===== src/rtl/arith16_decode.sv =====
module arith16_decode #(
  parameter int MC_MAX = 6,
  parameter int TW     = 3,
  localparam int MW    = $clog2(MC_MAX + 1)
) (
  input  logic          clk,
  input  logic          rst_n,
  input  logic          in_valid,
  input  logic [7:0]    in_byte,
  output logic          in_ready,
  output logic          busy,
  output logic          done,
  output logic          illegal,
  output logic [2:0]    op_code,
  output logic [2:0]    dst_sel,
  output logic [2:0]    src_sel,
  output logic [7:0]    disp,
  output logic [MW-1:0] m_cycle,
  output logic [TW-1:0] t_state
);

  typedef enum logic [1:0] {PF_NONE, PF_IDX, PF_EXT, PF_DISP} pf_t;

  localparam logic [2:0] OP_ADD = 3'd1;
  localparam logic [2:0] OP_ADC = 3'd2;
  localparam logic [2:0] OP_SBC = 3'd3;
  localparam logic [2:0] OP_INC = 3'd4;
  localparam logic [2:0] OP_DEC = 3'd5;
  localparam logic [2:0] PR_HL  = 3'd2;

  pf_t                      pf, d_pf;
  logic                     idx_y, d_y;
  logic [MC_MAX-1:0][TW-1:0] lens, d_len;
  logic [MW-1:0]            n_mc, d_n;
  logic                     d_start, d_bad;
  logic [2:0]               d_op, d_dst, d_src;
  logic [2:0]               idx_code;
  logic [2:0]               pp;

  assign in_ready = !busy;
  assign idx_code = idx_y ? 3'd5 : 3'd4;
  assign pp       = {1'b0, in_byte[5:4]};
  assign done     = busy && (t_state == lens[0]) && (m_cycle == n_mc);

  always_comb begin
    d_start = 1'b0;
    d_bad   = 1'b0;
    d_pf    = pf;
    d_y     = idx_y;
    d_op    = op_code;
    d_dst   = dst_sel;
    d_src   = src_sel;
    d_len   = '0;
    d_n     = '0;
    unique case (pf)
      PF_NONE: begin
        if (in_byte == 8'hDD || in_byte == 8'hFD) begin
          d_pf = PF_IDX;
          d_y  = in_byte[5];
        end else if (in_byte == 8'hED) begin
          d_pf = PF_EXT;
        end else if (in_byte[7:6] == 2'b00 && in_byte[3:0] == 4'b1001) begin
          d_start  = 1'b1;
          d_op     = OP_ADD;
          d_dst    = PR_HL;
          d_src    = pp;
          d_n      = MW'(3);
          d_len[0] = TW'(4);
          d_len[1] = TW'(4);
          d_len[2] = TW'(3);
        end else if (in_byte[7:6] == 2'b00 && in_byte[3:0] == 4'b0011) begin
          d_start  = 1'b1;
          d_op     = OP_INC;
          d_dst    = pp;
          d_src    = pp;
          d_n      = MW'(1);
          d_len[0] = TW'(6);
        end else begin
          d_bad = 1'b1;
        end
      end
      PF_IDX: begin
        if (in_byte[7:6] == 2'b00 && in_byte[3:0] == 4'b1001) begin
          d_start  = 1'b1;
          d_op     = OP_ADD;
          d_dst    = idx_code;
          d_src    = (in_byte[5:4] == 2'b10) ? idx_code : pp;
          d_n      = MW'(4);
          d_len[0] = TW'(4);
          d_len[1] = TW'(4);
          d_len[2] = TW'(4);
          d_len[3] = TW'(3);
        end else if (in_byte == 8'h23) begin
          d_start  = 1'b1;
          d_op     = OP_INC;
          d_dst    = idx_code;
          d_src    = idx_code;
          d_n      = MW'(2);
          d_len[0] = TW'(4);
          d_len[1] = TW'(6);
        end else if (in_byte == 8'h35) begin
          d_pf = PF_DISP;
        end else begin
          d_bad = 1'b1;
        end
      end
      PF_EXT: begin
        if (in_byte[7:6] == 2'b01 && (in_byte[3:0] == 4'b1010 || in_byte[3:0] == 4'b0010)) begin
          d_start  = 1'b1;
          d_op     = in_byte[3] ? OP_ADC : OP_SBC;
          d_dst    = PR_HL;
          d_src    = pp;
          d_n      = MW'(4);
          d_len[0] = TW'(4);
          d_len[1] = TW'(4);
          d_len[2] = TW'(4);
          d_len[3] = TW'(3);
        end else begin
          d_bad = 1'b1;
        end
      end
      PF_DISP: begin
        d_start  = 1'b1;
        d_op     = OP_DEC;
        d_dst    = idx_code;
        d_src    = idx_code;
        d_n      = MW'(6);
        d_len[0] = TW'(4);
        d_len[1] = TW'(4);
        d_len[2] = TW'(3);
        d_len[3] = TW'(5);
        d_len[4] = TW'(4);
        d_len[5] = TW'(3);
      end
      default: d_bad = 1'b1;
    endcase
    if (d_start || d_bad) d_pf = PF_NONE;
  end

  always_ff @(posedge clk) begin
    if (!rst_n) begin
      pf      <= PF_NONE;
      idx_y   <= 1'b0;
      busy    <= 1'b0;
      illegal <= 1'b0;
      op_code <= '0;
      dst_sel <= '0;
      src_sel <= '0;
      disp    <= '0;
      m_cycle <= '0;
      t_state <= '0;
      lens    <= '0;
      n_mc    <= '0;
    end else begin
      illegal <= 1'b0;
      if (busy) begin
        if (t_state == lens[0]) begin
          if (m_cycle == n_mc) begin
            busy    <= 1'b0;
            m_cycle <= '0;
            t_state <= '0;
          end else begin
            m_cycle <= m_cycle + 1'b1;
            t_state <= TW'(1);
            lens    <= lens >> TW;
          end
        end else begin
          t_state <= t_state + 1'b1;
        end
      end else if (in_valid) begin
        pf      <= d_pf;
        idx_y   <= d_y;
        illegal <= d_bad;
        if (pf == PF_DISP) disp <= in_byte;
        if (d_start) begin
          busy    <= 1'b1;
          m_cycle <= MW'(1);
          t_state <= TW'(1);
          op_code <= d_op;
          dst_sel <= d_dst;
          src_sel <= d_src;
          lens    <= d_len;
          n_mc    <= d_n;
        end
      end
    end
  end

endmodule


===== config.mk =====
export PLATFORM = sky130hd
export DESIGN_NAME = arith16_decode
export DESIGN_NICKNAME = d
export VERILOG_FILES = /design/src/rtl/arith16_decode.sv
export SDC_FILE = /design/constraint.sdc
export NUM_CORES = 1
export LEC_CHECK = 0
export BUFFER_PORTS_ARGS = -buffer_cell sky130_fd_sc_hd__buf_2
export CORE_MARGIN = 4
export CORE_UTILIZATION = 55
export DETAILED_ROUTE_END_ITERATION = 10
export PLACE_DENSITY_LB_ADDON = 0.12
export SLEW_MARGIN = 20
export SYNTH_ARGS = -nofsm -noshare
export SYNTH_HDL_FRONTEND = slang
export SYNTH_SLANG_ARGS = --single-unit

===== constraint.sdc =====
create_clock -name clk -period 1.9 [get_ports clk]
set_input_delay 0.095 -clock clk [delete_from_list [all_inputs] [get_ports clk]]
set_output_delay 0.095 -clock clk [all_outputs]
set_load 0.005 [all_outputs]

==> metrics.md <==
| Metric | Value |
|---|---|
| CTS tree | built |
| #FFs+latches synth | 45 |
| Starting DRT DRC Count | 157 |
| Sequential cell area fraction in the yosys report | 40.79% |
| Worst Path Required | 2.11 ns |
| Max IR drop VDD | 0.5563 mV |
| Hold Slack | 0.07951 ns |
| Crit path kind | reg -> reg |
| Vias/cell | 5.865 |
| Post-synth top flop | dfxtp_1 |
| Antenna violations before repair | 0 |
| IO Port Bufs | 37 |
| F_max | 0.5763 GHz |
| Total number of yosys warnings | 0 |
| CP max FO | 4 |
| Power per cell area | 616.9 nW/µm² |
| Average routed wire per standard cell | 15.57 µm |
| Worst Path Arrival | 1.94 ns |
| Initial core utilization | 58.56% |
| CTS max path bufs | 2 |
| Routed Antenna Nets | 0 |
| GRT met3 Usage | 5.470% |
| Post-route minimum period | 1.735 ns |
| Clock root buffer | clkbuf_8 |
| Mapped Area | 2208 µm² |
| Crit end category | register |
| HPWL after detailed placement | 4.397 mm |
| Power, Total | 1.669 mW |
| Maxcap violations | 0 |
| Synth Net Count | 285 |
| Die height | 71.37 µm |
| Worst hold path type | in -> reg |
| Status | completed |
| Layout cells sized above 1 | 24.55% |
| Area grow syn2layout | 22.49% |
| CTS Sinks | 45 |
| H-tree depth | 2 |
| Total number of vias | 2,217 |
| Clk Latency, worst-skew pair | 0.30 ns |
| Avg Cell Area, Syn | 8.119 µm² |
| Area of the multi-input gates | 1220 µm² |
| Placer Congestion | 1.002 |
| Crit share post-route | 91.33% |
| Busiest layer in global routing | met2 |
| Die W | 71.37 µm |
| M1 GR Usage | 30.03% |
| M2 GR Usage | 38.78% |
| DR pass1 iterations | 5 |
| Post-Route Setup TNS | 0 ns |
| Nets | 342 |
| Fillers | 328 |
| Total grt overflow | 0 |
| Rel. slew slack | 68.61% |
| ANT cells | 0 |
| Io pins | 38 |
| Largest net degree at the start of global routing | 21 |
| RSZ-0062 raised after global routing | no |
| Mapped Cells | 272 |
| Vias in the first global route | 2,017 |
| Sequential cell area | 900.9 µm² |
| Final clock skew | 0.01138 ns |
| Drt drc | 0 |
| Setup WS post-layout | 0.1648 ns |
| Slew Limit Fails | 0 |
| Post-synth EDFFs | 0 |
| Async S/R FF share, synth | 0% |
| Clock transition at the registers of the reported paths | 0.08 ns |
| Final setup violation count | 0 |
| Cell Count, Final, Fillers Out | 378 |
| Total wire length | 5.886 mm |
| Worst Setup Start Kind | register |
| Synth unique cells | 55 |
| Cells after DPL | 370 |
| Pre-CTS setup slack | 0.03223 ns |
| Total GRT Usage | 23.43% |
| Leakage | 1.123 nW |
| Setup Fix Bufs, Post-CTS | 0 |
| Rows | 22 |
| DIE AREA | 5093 µm² |
| CTS buffer count | 5 |
| Floorplan core area | 3771 µm² |
| First-pass GRT wire length | 9.570 mm |
| Worst-margin pin slew | 0.4677 ns |
| Hold Fails Final Rpt | 0 |
flip-flops by register name, summed over array words and instances (netlist names):
register and count:
lens 14, idx_y 1, t_state 3, busy 1
src_sel 3, disp 8, m_cycle 3, op_code 3
illegal 1, pf 2, n_mc 3, dst_sel 3
final timing paths:
| path | start | endpoint | slack [ns] | depth (start not counted) |
|---|---|---|---|---|
| max | pf[0] | pf[0] | 0.16 | 5 |
| min | in_byte[0] | disp[0] | 0.08 | 3 |
| min reg2reg | op_code[2] | op_code[2] | 0.45 | 2 |
| max reg2reg | pf[0] | pf[0] | 0.16 | 5 |
synth_stat cells, drive strengths merged, types with 4 or more instances:
cell type  number  share of area, %
dfxtp          45                41
nand2          41               7.0
nor2           26               4.4
a21oi          20               4.5
clkbuf         13               2.2
o21ai          11               2.5
nand3           9               2.0
nand4           8               2.3
xnor2           8               3.2
nand2b          7               2.0
nor3            7               1.6
nor2b           6               1.7
inv             5              0.85
o31ai           5               1.7
a211oi          4               1.6
mux2i           4               1.8
o211ai          4               1.6
placed cells by master (no fill, tap or decap), types with 6 or more instances in the layout:
cell | netlist | routed
dfxtp_1 | 45 | 45
nand2_1 | 41 | 41
buf_2 | 3 | 37
buf_4 | 0 | 28
nor2_1 | 26 | 25
a21oi_1 | 20 | 20
o21ai_0 | 10 | 10
nand3_1 | 9 | 9
xnor2_1 | 8 | 8
nand4_1 | 8 | 8
nand2b_1 | 7 | 7
nor3_1 | 7 | 7
nor2b_1 | 6 | 6
layout make-up:
class                           count  area share [%]
Multi-Input combinational cell    204           45.10
Inverter                            7          0.9713
Tap cell                           48           2.220
Timing Repair Buffer               66           15.36
Clock inverter                      2          0.3700
Clock buffer                        6           2.683
Sequential cell                    45           33.30
critical path: stages, from the launching register on:
cell and delay [ns]:
dfxtp_1 0.39, clkinv_1 0.10, o211ai_1 0.34, a21oi_1 0.14, or4b_1 0.56, o32ai_1 0.12
cells by family (layout without fill, tap and decap cells):
kind of cell,after synthesis,count (layout),share of synthesized area [%]
buf+inv,23,81,4.079
xor+xnor,8,8,3.173
compound gates,72,72,22.83
mux,4,4,1.813
fa+ha+maj,2,2,1.133
flops,45,45,40.79
simple gates,118,118,26.18
power by group:
part           leakage [nW]  switching (mW)  internal [mW]
combinational         0.715          0.0883         0.0567
sequential            0.363         0.00515          0.949
clock                0.0450           0.314          0.255
what timing repair did:
item | 4_1_cts | 5_1_grt
endpoints found under the setup margin | 0 | 1
hold buffers | 0 | 0
gates resized for setup | 0 | 1
routing by layer:
metal  share of wire (%)  wire, µm  vias to the layer above
li1                    -         -                     1092
met1                  43      2543                     1043
met2                  49      2873                       74
met3                 6.9       405                        8
met4                 1.1        63                        0
met5                   0         0                        -
stage by stage:
step	cell area, µm²	util, %
6_report	2705	71.73
5_1_grt	2705	71.73
3_5_place_dp	2620	69.48
2_1_floorplan	2208	-
4_1_cts	2703	71.67
3_3_place_gp	2620	69.48
Power figures use the tool's default switching activity.
